==> src/rtl/lat_shaper_pkg.sv <==
package lat_shaper_pkg;
  localparam int LIM_W = 6;
  localparam int LAT_W = 12;
  localparam int TS_W  = LAT_W + 2;

  typedef logic [TS_W-1:0] ts_t;

  // deadline reached: now - dl is non-negative in wrap-around arithmetic
  function automatic logic ts_reached(input ts_t now, input ts_t dl);
    ts_t diff;
    diff = now - dl;
    return ~diff[TS_W-1];
  endfunction

  // deadline strictly passed
  function automatic logic ts_passed(input ts_t now, input ts_t dl);
    ts_t diff;
    diff = now - dl;
    return ~diff[TS_W-1] & (diff != '0);
  endfunction
endpackage

==> src/rtl/lat_ts_fifo.sv <==
module lat_ts_fifo #(
  parameter int DEPTH = 64,
  parameter int W     = 14
) (
  input  logic         clk,
  input  logic         rst_n,
  input  logic         push_i,
  input  logic [W-1:0] din_i,
  input  logic         pop_i,
  output logic [W-1:0] head_o,
  output logic         empty_o,
  output logic         full_o
);
  localparam int PW = (DEPTH > 1) ? $clog2(DEPTH) : 1;

  logic [W-1:0] mem [DEPTH];
  logic [PW:0]  wp_q, wp_d, rp_q, rp_d;
  logic         do_push, do_pop;

  always_comb begin
    empty_o = (wp_q == rp_q);
    full_o  = (wp_q[PW-1:0] == rp_q[PW-1:0]) && (wp_q[PW] != rp_q[PW]);
    do_push = push_i & ~full_o;
    do_pop  = pop_i & ~empty_o;
    wp_d    = do_push ? wp_q + 1'b1 : wp_q;
    rp_d    = do_pop  ? rp_q + 1'b1 : rp_q;
    head_o  = mem[rp_q[PW-1:0]];
  end

  always_ff @(posedge clk or negedge rst_n) begin
    if (!rst_n) begin
      wp_q <= '0;
      rp_q <= '0;
    end else begin
      wp_q <= wp_d;
      rp_q <= rp_d;
    end
  end

  always_ff @(posedge clk) begin
    if (do_push) mem[wp_q[PW-1:0]] <= din_i;
  end
endmodule

==> src/rtl/lat_gate.sv <==
module lat_gate
  import lat_shaper_pkg::*;
#(
  parameter int DEPTH = 64
) (
  input  logic clk,
  input  logic rst_n,
  input  ts_t  now_i,
  input  logic push_i,
  input  ts_t  push_ts_i,
  output logic full_o,
  input  logic s_valid_i,
  input  logic s_last_i,
  output logic s_ready_o,
  output logic m_valid_o,
  input  logic m_ready_i,
  output logic underrun_o
);
  ts_t  head;
  logic empty, open, hs, pop, look, late;
  logic burst_q, burst_d, seen_q, seen_d, unr_q, unr_d;

  lat_ts_fifo #(.DEPTH(DEPTH), .W(TS_W)) u_q (
    .clk    (clk),
    .rst_n  (rst_n),
    .push_i (push_i),
    .din_i  (push_ts_i),
    .pop_i  (pop),
    .head_o (head),
    .empty_o(empty),
    .full_o (full_o)
  );

  always_comb begin
    open      = burst_q | (~empty & ts_reached(now_i, head));
    late      = ~empty & ts_passed(now_i, head);
    m_valid_o = s_valid_i & open;
    s_ready_o = m_ready_i & open;
    hs        = s_valid_i & m_ready_i & open;
    pop       = hs & ~burst_q;
    burst_d   = hs ? ~s_last_i : burst_q;
    look      = s_valid_i & ~burst_q & ~empty & ~seen_q;
    seen_d    = pop ? 1'b0 : (look ? 1'b1 : seen_q);
    unr_d     = look & late;
  end

  always_ff @(posedge clk or negedge rst_n) begin
    if (!rst_n) begin
      burst_q <= 1'b0;
      seen_q  <= 1'b0;
      unr_q   <= 1'b0;
    end else begin
      burst_q <= burst_d;
      seen_q  <= seen_d;
      unr_q   <= unr_d;
    end
  end

  assign underrun_o = unr_q;
endmodule

==> src/rtl/pend_limit.sv <==
module pend_limit
  import lat_shaper_pkg::*;
#(
  parameter int CAP = 64
) (
  input  logic             clk,
  input  logic             rst_n,
  input  logic [LIM_W-1:0] rd_max_i,
  input  logic [LIM_W-1:0] wr_max_i,
  input  logic [LIM_W-1:0] rw_max_i,
  input  logic             rd_req_i,
  input  logic             rd_inc_i,
  input  logic             rd_dec_i,
  input  logic             wr_inc_i,
  input  logic             wr_dec_i,
  output logic             rd_block_o,
  output logic             wr_block_o
);
  localparam int CW = $clog2(CAP + 1);
  localparam int XW = ((CW + 1) > (LIM_W + 1)) ? (CW + 1) : (LIM_W + 1);

  logic [CW-1:0] rd_q, rd_d, wr_q, wr_d;
  logic [XW-1:0] rd_x, wr_x, sum_x, cap_x, rdm_x, wrm_x, rwm_x;
  logic          rd_go;

  always_comb begin
    rd_x  = XW'(rd_q);
    wr_x  = XW'(wr_q);
    sum_x = rd_x + wr_x;
    cap_x = XW'(CAP);
    rdm_x = XW'(rd_max_i);
    wrm_x = XW'(wr_max_i);
    rwm_x = XW'(rw_max_i);

    rd_block_o = (rd_x >= cap_x)
               | ((rd_max_i != '0) & (rd_x >= rdm_x))
               | ((rw_max_i != '0) & (sum_x >= rwm_x));
    rd_go      = rd_req_i & ~rd_block_o;
    // a read claiming the last combined slot wins over a write
    wr_block_o = (wr_x >= cap_x)
               | ((wr_max_i != '0) & (wr_x >= wrm_x))
               | ((rw_max_i != '0) & ((sum_x + XW'(rd_go)) >= rwm_x));

    unique case ({rd_inc_i, rd_dec_i})
      2'b10:   rd_d = rd_q + 1'b1;
      2'b01:   rd_d = rd_q - 1'b1;
      default: rd_d = rd_q;
    endcase
    unique case ({wr_inc_i, wr_dec_i})
      2'b10:   wr_d = wr_q + 1'b1;
      2'b01:   wr_d = wr_q - 1'b1;
      default: wr_d = wr_q;
    endcase
  end

  always_ff @(posedge clk or negedge rst_n) begin
    if (!rst_n) begin
      rd_q <= '0;
      wr_q <= '0;
    end else begin
      rd_q <= rd_d;
      wr_q <= wr_d;
    end
  end
endmodule

==> src/rtl/lat_shaper.sv <==
module lat_shaper
  import lat_shaper_pkg::*;
#(
  parameter int DEPTH  = 64,
  parameter int ADDR_W = 32,
  parameter int DATA_W = 64
) (
  input  logic              clk,
  input  logic              rst_n,
  input  logic [5:0]        cfg_rd_max,
  input  logic [5:0]        cfg_wr_max,
  input  logic [5:0]        cfg_rw_max,
  input  logic [11:0]       cfg_rd_lat,
  input  logic [11:0]       cfg_wr_lat,
  input  logic              up_ar_valid,
  output logic              up_ar_ready,
  input  logic [ADDR_W-1:0] up_ar_addr,
  input  logic [7:0]        up_ar_len,
  output logic              dn_ar_valid,
  input  logic              dn_ar_ready,
  output logic [ADDR_W-1:0] dn_ar_addr,
  output logic [7:0]        dn_ar_len,
  input  logic              dn_r_valid,
  output logic              dn_r_ready,
  input  logic [DATA_W-1:0] dn_r_data,
  input  logic              dn_r_last,
  output logic              up_r_valid,
  input  logic              up_r_ready,
  output logic [DATA_W-1:0] up_r_data,
  output logic              up_r_last,
  input  logic              up_aw_valid,
  output logic              up_aw_ready,
  input  logic [ADDR_W-1:0] up_aw_addr,
  input  logic [7:0]        up_aw_len,
  output logic              dn_aw_valid,
  input  logic              dn_aw_ready,
  output logic [ADDR_W-1:0] dn_aw_addr,
  output logic [7:0]        dn_aw_len,
  input  logic              up_w_valid,
  output logic              up_w_ready,
  input  logic [DATA_W-1:0] up_w_data,
  input  logic              up_w_last,
  output logic              dn_w_valid,
  input  logic              dn_w_ready,
  output logic [DATA_W-1:0] dn_w_data,
  output logic              dn_w_last,
  input  logic              dn_b_valid,
  output logic              dn_b_ready,
  output logic              up_b_valid,
  input  logic              up_b_ready,
  output logic              rd_underrun,
  output logic              wr_underrun
);
  ts_t  now_q, now_d, rd_ts, wr_ts;
  logic rd_block, wr_block, rq_full, wq_full;
  logic ar_stall, aw_stall, ar_hs, aw_hs, wl_hs, rl_hs, b_hs;

  always_comb begin
    now_d = now_q + 1'b1;
    rd_ts = now_q + TS_W'(cfg_rd_lat);
    wr_ts = now_q + TS_W'(cfg_wr_lat);

    ar_stall    = rd_block | rq_full;
    aw_stall    = wr_block;
    dn_ar_valid = up_ar_valid & ~ar_stall;
    up_ar_ready = dn_ar_ready & ~ar_stall;
    dn_aw_valid = up_aw_valid & ~aw_stall;
    up_aw_ready = dn_aw_ready & ~aw_stall;
    dn_w_valid  = up_w_valid & ~wq_full;
    up_w_ready  = dn_w_ready & ~wq_full;

    dn_ar_addr = up_ar_addr;
    dn_ar_len  = up_ar_len;
    dn_aw_addr = up_aw_addr;
    dn_aw_len  = up_aw_len;
    dn_w_data  = up_w_data;
    dn_w_last  = up_w_last;
    up_r_data  = dn_r_data;
    up_r_last  = dn_r_last;

    ar_hs = up_ar_valid & up_ar_ready;
    aw_hs = up_aw_valid & up_aw_ready;
    wl_hs = up_w_valid & up_w_ready & up_w_last;
    rl_hs = up_r_valid & up_r_ready & dn_r_last;
    b_hs  = up_b_valid & up_b_ready;
  end

  always_ff @(posedge clk or negedge rst_n) begin
    if (!rst_n) now_q <= '0;
    else        now_q <= now_d;
  end

  pend_limit #(.CAP(DEPTH)) u_limit (
    .clk       (clk),
    .rst_n     (rst_n),
    .rd_max_i  (cfg_rd_max),
    .wr_max_i  (cfg_wr_max),
    .rw_max_i  (cfg_rw_max),
    .rd_req_i  (up_ar_valid & dn_ar_ready),
    .rd_inc_i  (ar_hs),
    .rd_dec_i  (rl_hs),
    .wr_inc_i  (aw_hs),
    .wr_dec_i  (b_hs),
    .rd_block_o(rd_block),
    .wr_block_o(wr_block)
  );

  lat_gate #(.DEPTH(DEPTH)) u_rd_gate (
    .clk       (clk),
    .rst_n     (rst_n),
    .now_i     (now_q),
    .push_i    (ar_hs),
    .push_ts_i (rd_ts),
    .full_o    (rq_full),
    .s_valid_i (dn_r_valid),
    .s_last_i  (dn_r_last),
    .s_ready_o (dn_r_ready),
    .m_valid_o (up_r_valid),
    .m_ready_i (up_r_ready),
    .underrun_o(rd_underrun)
  );

  lat_gate #(.DEPTH(DEPTH)) u_wr_gate (
    .clk       (clk),
    .rst_n     (rst_n),
    .now_i     (now_q),
    .push_i    (wl_hs),
    .push_ts_i (wr_ts),
    .full_o    (wq_full),
    .s_valid_i (dn_b_valid),
    .s_last_i  (1'b1),
    .s_ready_o (dn_b_ready),
    .m_valid_o (up_b_valid),
    .m_ready_i (up_b_ready),
    .underrun_o(wr_underrun)
  );
endmodule

==> config.mk <==
export PLATFORM = sky130hd
export DESIGN_NAME = lat_shaper
export DESIGN_NICKNAME = d
export VERILOG_FILES = /design/src/rtl/lat_shaper_pkg.sv /design/src/rtl/lat_ts_fifo.sv /design/src/rtl/lat_gate.sv /design/src/rtl/pend_limit.sv /design/src/rtl/lat_shaper.sv
export SDC_FILE = /design/constraint.sdc
export NUM_CORES = 2
export LEC_CHECK = 0
export BUFFER_PORTS_ARGS = -buffer_cell sky130_fd_sc_hd__buf_2
export CAP_MARGIN = 10
export CELL_PAD_IN_SITES_DETAIL_PLACEMENT = 1
export CELL_PAD_IN_SITES_GLOBAL_PLACEMENT = 1
export CORE_ASPECT_RATIO = 0.9
export CORE_MARGIN = 2
export CORE_UTILIZATION = 55
export DETAILED_ROUTE_END_ITERATION = 10
export PLACE_DENSITY_LB_ADDON = 0.1
export SKIP_LAST_GASP = 1
export SYNTH_ARGS = -nofsm -noshare
export SYNTH_HDL_FRONTEND = slang
export SYNTH_HIERARCHICAL = 1
export SYNTH_SLANG_ARGS = --single-unit
export TNS_END_PERCENT = 20
==> constraint.sdc <==
create_clock -name clk -period 13.7 [get_ports clk]
set_input_delay 1.37 -clock clk [delete_from_list [all_inputs] [get_ports clk]]
set_output_delay 1.37 -clock clk [all_outputs]
set_load 0.005 [all_outputs]
# Word level (Yosys, flattened, before mapping)
# Memories as Yosys holds them, arrays and structs flattened.
# Cells that the tools add are included.
totals:
  ff_bits: 61
  ramBits: 1792
  inputBits: 264
  out_inout_bits: 222
  elab_cells: 130
  memories: 2
memory_table:
  columns: ["name", "depth", "width", "rd", "rd_clocked_by_memory_dff", "write_ports", "line", "text"]
  rows:
  - ["u_rd_gate.u_q.mem", 64, 14, 1, 0, 1, "lat_ts_fifo.sv:16", "logic [W-1:0] mem [DEPTH];"]
  - ["u_wr_gate.u_q.mem", 64, 14, 1, 0, 1, "lat_ts_fifo.sv:16", null]
op_classes:
  n_addsub: 15
  n_lt_le_gt_ge: 6
  eq_ne: 10
  mux: 10
  n_bitwise: 64
  reduce_logical: 11
ops:
  columns: ["cell", "n"]
  rows:
  - ["bitwise AND 1 bit", 45]
  - ["adder 7 x 1 -> 7 bit, second input constant", 6]
  - ["adder 14 x 12 -> 14 bit", 2]
  - ["one-hot mux 7 bit (2 select lines)", 2]
  - ["nonzero test 14 bit", 2]
  - ["subtractor 14 bit", 2]
  - ["nonzero test 6 bit", 3]
  - ["greater-or-equal comparator 8 x 6 -> 1 bit", 2]
  - ["adder 14 x 1 -> 14 bit, second input constant", 1]
  - ["equality test 7 bit", 2]
  - ["greater-or-equal comparator 7 x 6 -> 1 bit", 2]
  - ["greater-or-equal comparator 7 bit, second input constant", 2]
  - ["subtractor 7 x 1 -> 7 bit, second input constant", 2]
  - ["NOT 1 bit", 13]
  - ["equality test 6 bit", 2]
  - ["adder 7 x 7 -> 8 bit", 1]
  - ["adder 8 x 1 -> 8 bit", 1]
  - ["2-to-1 mux 1 bit", 8]
  - ["nonzero test 2 bit", 4]
  - ["bitwise OR 1 bit", 6]
  - ["equality test 2 x 1 -> 1 bit, second input constant", 2]
  - ["equality test 2 bit, second input constant", 2]
  - ["logical AND 1 bit", 2]
  - ["inequality test 1 bit", 2]

# Logic depth before layout (Yosys ltp)
depth:
  ltp_word: 15
  ltp_mapped: 34
  depth_no_buf: 34

# Cells and area by module
# Netlist, hierarchy kept.
modules_own_cells:
  columns: ["module", "instances", "cells_per_inst", "area_per_inst_um2", "seq_area_each_um2"]
  rows:
  - ["lat_ts_fifo", 2, 1636, 35333.9, 27256.1]
  - ["lat_shaper", 1, 457, 3590.9, 350.3]
  - ["pend_limit", 1, 228, 1944.4, 350.3]
  - ["lat_gate", 2, 127, 949.7, 75.1]

# Worst setup path before layout
# OpenSTA, ideal clock, no wires.
synth_path:
  path_type: "in2reg"
  from: "input cfg_rw_max[0]"
  to: "register u_limit.wr_q[6]"
  setup_ps: 80
  arrival_time_ps: 5952
  t_required_ps: 13620
  path_slack_ps: 7668
  cell_stages: 32
  n_path_buf: 0
  path_cell_list: "ha_1 > nand2b_1 > a21o_1 > a21o_1 > a21o_1 > a21oi_1 > o211ai_1 > nor2_1 > ha_1 > nand3_1 > nor3_2 > nand2_1 > xnor2_1 > ha_1 > a21o_1 > a31oi_1 > nand2_1 > nor3_1 > o21bai_1 > nor2b_1 > and2_1 > inv_1 > ha_1 > inv_1 > fa_1 > inv_1 > a21oi_1 > o21bai_1 > a21o_1 > a21oi_1 > mux2i_1 > xnor2_1"
synth_between:
  elab_chain_cells: 14
  word_cells_on_any_way: 17
  classes_between: "add/sub: 1; order compare: 2; eq/ne: 2; mux: 1; bitwise: 9; reduce/logical: 2"
synth_rtl:
  columns: ["item", "line", "text"]
  rows:
  - ["from (decl)", "lat_shaper.sv:12", "input logic [5:0] cfg_rw_max,"]
  - ["greater-or-equal comparator 8 x 6 -> 1 bit / nonzero test 6 bit (equally long branches)", "pend_limit.sv:37", "| ((rw_max_i != '0) & (sum_x >= rwm_x));"]
  - ["bitwise AND 1 bit *", "pend_limit.sv:37", null]
  - ["bitwise OR 1 bit *", "pend_limit.sv:37", null]
  - ["via rd_block", "lat_shaper.sv:55", "logic rd_block, wr_block, rq_full, wq_full;"]
  - ["NOT 1 bit *", "pend_limit.sv:38", "rd_go = rd_req_i & ~rd_block_o;"]
  - ["bitwise AND 1 bit *", "pend_limit.sv:38", null]
  - ["adder 8 x 1 -> 8 bit *", "pend_limit.sv:42", "| ((rw_max_i != '0) & ((sum_x + XW'(rd_go)) >= rwm_x));"]
  - ["greater-or-equal comparator 8 x 6 -> 1 bit *", "pend_limit.sv:42", null]
  - ["bitwise AND 1 bit *", "pend_limit.sv:42", null]
  - ["bitwise OR 1 bit *", "pend_limit.sv:42", null]
  - ["via aw_stall", "lat_shaper.sv:56", "logic ar_stall, aw_stall, ar_hs, aw_hs, wl_hs, rl_hs, b_hs;"]
  - ["NOT 1 bit *", "lat_shaper.sv:68", "up_aw_ready = dn_aw_ready & ~aw_stall;"]
  - ["bitwise AND 1 bit *", "lat_shaper.sv:68", null]
  - ["bitwise AND 1 bit *", "lat_shaper.sv:82", "aw_hs = up_aw_valid & up_aw_ready;"]
  - ["via aw_hs", "lat_shaper.sv:56", null]
  - ["equality test 2 x 1 -> 1 bit / equality test 2 bit (equally long branches)", "pend_limit.sv:49", "unique case ({wr_inc_i, wr_dec_i})"]
  - ["one-hot mux 7 bit (2 select lines) / nonzero test 2 bit (equally long branches)", null, null]
  - ["to (signal assigned)", "pend_limit.sv:62", "wr_q <= wr_d;"]
  - ["to (decl)", "pend_limit.sv:22", "logic [CW-1:0] rd_q, rd_d, wr_q, wr_d;"]
# The timed path passes the listed nets; every way through them passes the cells marked *.
# A chain may end at the register's enable or synchronous reset.

# Worst setup path in the final report
layout_path:
  from: "register u_wr_gate.u_q.rp_q[0]"
  to: "output dn_b_ready"
layout_between:
  elab_chain_cells: 5
  word_cells_on_any_way: 7
  classes_between: "add/sub: 1; eq/ne: 1; bitwise: 4; memory: 1"
layout_rtl:
  columns: ["item", "line", "text"]
  rows:
  - ["from (decl)", "lat_ts_fifo.sv:17", "logic [PW:0] wp_q, wp_d, rp_q, rp_d;"]
  - ["from (signal assigned)", "lat_ts_fifo.sv:36", "rp_q <= rp_d;"]
  - ["memory read (64 x 14 bit)", null, null]
  - ["via u_wr_gate.head[6]", "lat_gate.sv:19", "ts_t head;"]
  - ["subtractor 14 bit", "lat_shaper_pkg.sv:11", "diff = now - dl;"]
  - ["NOT 1 bit", "lat_shaper_pkg.sv:12", "return ~diff[TS_W-1];"]
  - ["bitwise AND 1 bit", "lat_gate.sv:35", "open = burst_q | (~empty & ts_reached(now_i, head));"]
  - ["bitwise AND 1 bit", "lat_gate.sv:38", "s_ready_o = m_ready_i & open;"]
  - ["to (decl)", "lat_shaper.sv:48", "output logic dn_b_ready,"]
# The timed path passes the listed nets, and every way through them passes these cells.

==> impl_metrics.prom <==
# TYPE chip_impl_metric gauge
chip_impl_metric{name="viasPerCell",unit=""} 6.54
chip_impl_metric{name="vias_in_the_first_global_route",unit=""} 41000
chip_impl_metric{name="die_height",unit="um"} 361
chip_impl_info{name="worstSetupEndpointType",value="primary output"} 1
chip_impl_metric{name="worst_pin_slew",unit="ps"} 1250
chip_impl_metric{name="sequentialPowerShare",unit="%"} 41.1
chip_impl_metric{name="htreeDepth",unit=""} 4
chip_impl_metric{name="synth-seq-area-share",unit="%"} 70.9
chip_impl_metric{name="internal_power",unit="W"} 0.0111
chip_impl_metric{name="drc_viols",unit=""} 0
chip_impl_metric{name="maxClockFrequency",unit="GHz"} 0.127
chip_impl_metric{name="utilization",unit="%"} 60.5
chip_impl_metric{name="clk_latency",unit="ps"} 810
chip_impl_info{name="yosysTopAreaCell",value="sky130_fd_sc_hd__edfxtp_1"} 1
chip_impl_metric{name="via_count",unit=""} 40700
chip_impl_metric{name="clock_power_share",unit="%"} 30.5
chip_impl_metric{name="multiInputGateArea",unit="um^2"} 20000
chip_impl_metric{name="floorplan.initialDensity",unit="%"} 55.3
chip_impl_info{name="final_common_cell",value="sky130_fd_sc_hd__edfxtp_1"} 1
chip_impl_metric{name="report.final.slew_viol_count",unit=""} 0
chip_impl_metric{name="final.period_utilization",unit="%"} 57.4
chip_impl_metric{name="cts_max_path_buffers",unit=""} 3
chip_impl_metric{name="worst_ep_arrival_time",unit="ps"} 6490
chip_impl_metric{name="cts.reportedPaths.clkPinSlew",unit="ps"} 70
chip_impl_info{name="clockRootBuffer",value="sky130_fd_sc_hd__clkbuf_16"} 1
chip_impl_metric{name="reg_area",unit="um^2"} 55400
chip_impl_metric{name="detailedRoute.firstPassIterationCount",unit=""} 5
chip_impl_metric{name="slew_headroom",unit="%"} 15.8
chip_impl_metric{name="cts_num_sinks",unit=""} 1854
chip_impl_metric{name="finalSetupViolCount",unit=""} 0
chip_impl_info{name="critPathMostFrequentCell",value="sky130_fd_sc_hd__nor2_1"} 1
chip_impl_metric{name="post_cts_buffers",unit=""} 0
chip_impl_metric{name="synth_cell_type_count",unit=""} 83
chip_impl_metric{name="grt_antenna_before_repair",unit=""} 13
chip_impl_metric{name="detailedPlacementHpwl",unit="um"} 135000
chip_impl_metric{name="synth_cells",unit=""} 4211
chip_impl_metric{name="fin_nets",unit=""} 4566
chip_impl_metric{name="synth.yosys.warnings",unit=""} 6
chip_impl_metric{name="grt_first_pass_wirelength",unit="um"} 309000
chip_impl_info{name="most-common-layout-cells",value="sky130_fd_sc_hd__edfxtp_1, sky130_fd_sc_hd__mux4_2, sky130_fd_sc_hd__mux2i_1, sky130_fd_sc_hd__clkbuf_16, sky130_fd_sc_hd__buf_4"} 1
chip_impl_metric{name="async_set_reset_flop_share_out_of_synthesis",unit="%"} 3.34
chip_impl_metric{name="route.final.wire_length",unit="um"} 216000
chip_impl_metric{name="die_width",unit="um"} 401
chip_impl_metric{name="cp.required",unit="ps"} 12330
chip_impl_metric{name="core_area",unit="um^2"} 141000
chip_impl_metric{name="worstPathMaxFanout",unit=""} 40
chip_impl_metric{name="drive_gt1_share",unit="%"} 24.1
chip_impl_metric{name="syn_area_per_cell",unit="um^2"} 18.5
chip_impl_info{name="post_synth_main_area_contributors",value="sky130_fd_sc_hd__edfxtp_1, sky130_fd_sc_hd__mux4_2, sky130_fd_sc_hd__mux2i_1"} 1
chip_impl_metric{name="postSynthRegisterBits",unit=""} 1854
chip_impl_metric{name="final-hold-violation-count",unit=""} 0
chip_impl_metric{name="synth_top_area_share",unit="%"} 68.9
chip_impl_metric{name="p_sw_share",unit="%"} 31.1
chip_impl_metric{name="port_buffers",unit=""} 69
chip_impl_metric{name="switching_power",unit="W"} 0.00499
chip_impl_info{name="synth-main-ff-cell",value="sky130_fd_sc_hd__edfxtp_1"} 1
chip_impl_info{name="path_cells",value="buf_4 > mux4_2 > mux2_2 > a221oi_1 > nor2_1 > a221o_1 > inv_1 > ha_1 > nor2_1 > o31ai_1 > nor2_2 > o21ai_2 > xnor2_2 > a22o_1 > buf_2"} 1
chip_impl_info{name="outcome",value="completed"} 1
chip_impl_metric{name="grt.total_usage",unit="%"} 30.0
chip_impl_metric{name="design.die.area",unit="um^2"} 145000
chip_impl_metric{name="worst_clock_skew",unit="ps"} 30.6
chip_impl_metric{name="sum_of_negative_setup_slack",unit="ps"} 0
chip_impl_metric{name="routedWlPerCell",unit="um"} 34.7
chip_impl_metric{name="nFillCells",unit=""} 12000
chip_impl_metric{name="synth_enable_flop_cells",unit=""} 1792
chip_impl_metric{name="reg2reg_slack",unit="ps"} 6230
chip_impl_metric{name="ant_nets",unit=""} 0
chip_impl_info{name="worst-setup-path-type",value="register to primary output"} 1
chip_impl_metric{name="largest_net_degree_at_the_start_of_global_routing",unit=""} 131
chip_impl_metric{name="powerDensity",unit="nW/um^2"} 188
chip_impl_metric{name="synthesis.area",unit="um^2"} 78100
chip_impl_metric{name="timing.critical_path.slowest_cell_delay",unit="ps"} 930
chip_impl_info{name="crit_path_start_kind",value="register"} 1
chip_impl_info{name="rsz0062_at_grt",value="false"} 1
chip_impl_info{name="tritoncts",value="yes"} 1
chip_impl_metric{name="max-vdd-ir-drop",unit="mV"} 0.197
chip_impl_metric{name="timing.final.crit_period",unit="ps"} 7860
chip_impl_metric{name="cap_violations",unit=""} 0
chip_impl_metric{name="syn_to_final_growth",unit="%"} 9.40
chip_impl_metric{name="static-leakage-power",unit="nW"} 28.2
chip_impl_metric{name="place_congestion",unit=""} 0.880
chip_impl_metric{name="overflow",unit=""} 0
chip_impl_info{name="cp_slowest_cell",value="sky130_fd_sc_hd__dfrtp_4"} 1
chip_impl_metric{name="drt_iter0_drcs",unit=""} 4943
chip_impl_metric{name="post_cts_hold_buffer_count",unit=""} 0
chip_impl_metric{name="cts_repair_resize_count",unit=""} 0
chip_impl_metric{name="std_cell_rows",unit=""} 131
chip_impl_info{name="holdCritPathClass",value="register to register"} 1
chip_impl_metric{name="io-pin-count",unit=""} 486
chip_impl_metric{name="comb_power_share",unit="%"} 28.4
chip_impl_metric{name="cts_bufs_inserted",unit=""} 182
==> cells by family after synthesis <==
kind of cell	after synthesis	share of synthesized area [%]
xor+xnor	94	1.09
simple gates	501	3.22
flops	1854	70.9
buf+inv	515	3.85
fa+ha+maj	107	1.78
other cells	1	0.00480
compound gates	477	4.32
mux	662	14.8
==> per-stage QoR <==
| step | total power, W | instance area (um^2) | instances | hold slack [ps] | worst slack (ps) |
|---|---|---|---|---|---|
| finish | 0.0161 | 85400 | 6218 | 500 | 5840 |
| global route | 0.0167 | 85400 | 6215 | 517 | 5510 |
| CTS | 0.0162 | 85400 | 6210 | 497 | 5800 |
| detailed placement | 0.0113 | 79600 | 5873 | 475 | 6260 |
| global placement | 0.0112 | 79600 | 5873 | 486 | 6260 |
| floorplan | 0.0100 | 78100 | 4212 | 408 | 7670 |
==> metal layers <==
metal,vias up,track usage (%),share of wire (%)
li1,16700,-,-
met1,21600,43.9,41
met2,2059,44.3,45
met3,347,7.27,10
met4,4,11.0,3.6
met5,-,0.331,0.037
==> flip-flops by register name, summed over array words and instances, names as in the netlist <==
name / cells
u_rd_gate/underrun_o: 1
u_wr_gate/seen_q: 1
u_limit/rd_q: 7
u_wr_gate/u_q/wp_q: 7
u_wr_gate/burst_q: 1
u_wr_gate/u_q/rp_q: 7
u_rd_gate/seen_q: 1
u_rd_gate/u_q/wp_q: 7
now_q: 14
u_wr_gate/u_q/mem: 896
u_limit/wr_q: 7
u_wr_gate/underrun_o: 1
u_rd_gate/u_q/rp_q: 7
u_rd_gate/u_q/mem: 896
u_rd_gate/burst_q: 1
==> power groups by stage <==
stage / combinational [W] / sequential, W / clock [W]
detailed placement: 0.00456 / 0.00674 / 0
global placement: 0.00449 / 0.00673 / 0
floorplan: 0.00353 / 0.00650 / 0
global route: 0.00490 / 0.00663 / 0.00518
CTS: 0.00458 / 0.00661 / 0.00498
finish: 0.00456 / 0.00661 / 0.00490
==> synth_stat cells (10+ instances only) <==
library cell and n:
sky130_fd_sc_hd__nand2_1 96, sky130_fd_sc_hd__ha_1 100, sky130_fd_sc_hd__inv_1 85, sky130_fd_sc_hd__buf_2 73, sky130_fd_sc_hd__nor2b_1 46, sky130_fd_sc_hd__o221ai_1 28, sky130_fd_sc_hd__a221o_1 42, sky130_fd_sc_hd__and3_1 18
sky130_fd_sc_hd__nand4_1 14, sky130_fd_sc_hd__or3b_2 10, sky130_fd_sc_hd__buf_6 15, sky130_fd_sc_hd__mux2_2 48, sky130_fd_sc_hd__o22ai_1 62, sky130_fd_sc_hd__a31oi_1 10, sky130_fd_sc_hd__o21ai_0 44, sky130_fd_sc_hd__nor2_1 185
sky130_fd_sc_hd__nor3_1 14, sky130_fd_sc_hd__a21oi_1 116, sky130_fd_sc_hd__buf_1 21, sky130_fd_sc_hd__a21oi_2 14, sky130_fd_sc_hd__edfxtp_1 1792, sky130_fd_sc_hd__buf_4 232, sky130_fd_sc_hd__nand3b_1 14, sky130_fd_sc_hd__mux4_2 392
sky130_fd_sc_hd__a211oi_1 60, sky130_fd_sc_hd__clkbuf_1 87, sky130_fd_sc_hd__dfrtp_1 62, sky130_fd_sc_hd__and2_1 11, sky130_fd_sc_hd__xnor2_1 66, sky130_fd_sc_hd__a21o_1 26, sky130_fd_sc_hd__nand2b_1 12, sky130_fd_sc_hd__mux2i_1 222
sky130_fd_sc_hd__xor2_1 24, sky130_fd_sc_hd__nand3_1 31
==> final timing paths <==
path                       cells past startpoint                         startpoint                                 to
setup / recovery                              15  u_wr_gate/u_q/rp_q[0]$_DFFE_PN0P_                         dn_b_ready
hold / removal                                 1       u_wr_gate/seen_q$_DFFE_PN0P_     u_wr_gate/underrun_o$_DFF_PN0_
setup reg to reg                              25  u_wr_gate/u_q/rp_q[0]$_DFFE_PN0P_        u_limit/wr_q[6]$_DFFE_PN0P_
hold reg to reg                                1       u_wr_gate/seen_q$_DFFE_PN0P_     u_wr_gate/underrun_o$_DFF_PN0_
max in group asynchronous                      2                              rst_n  u_wr_gate/u_q/rp_q[2]$_DFFE_PN0P_
min in group asynchronous                      1                              rst_n     u_rd_gate/underrun_o$_DFF_PN0_
==> cell type report <==
| cell class | instances | area share, % |
|---|---|---|
| Sequential cell | 1854 | 64.8 |
| Multi-Input combinational cell | 1843 | 23.4 |
| Clock buffer | 242 | 5.72 |
| Tap cell | 1862 | 2.73 |
| Timing Repair Buffer | 229 | 1.89 |
| Clock inverter | 95 | 1.08 |
| Inverter | 85 | 0.373 |
| Antenna cell | 8 | 0.0234 |
==> critical path: cells and delay by family, from the launching register on <==
family,cells,cell delay (ps)
buffers and inverters,3,1010
AND/OR/NAND/NOR,3,310
flip-flops,1,930
adder cells (fa/ha/maj),1,280
multiplexers,2,880
XOR/XNOR,1,210
AO/OA/AOI/OAI,5,2000
No activity file was read; power rests on OpenSTA's default activity.
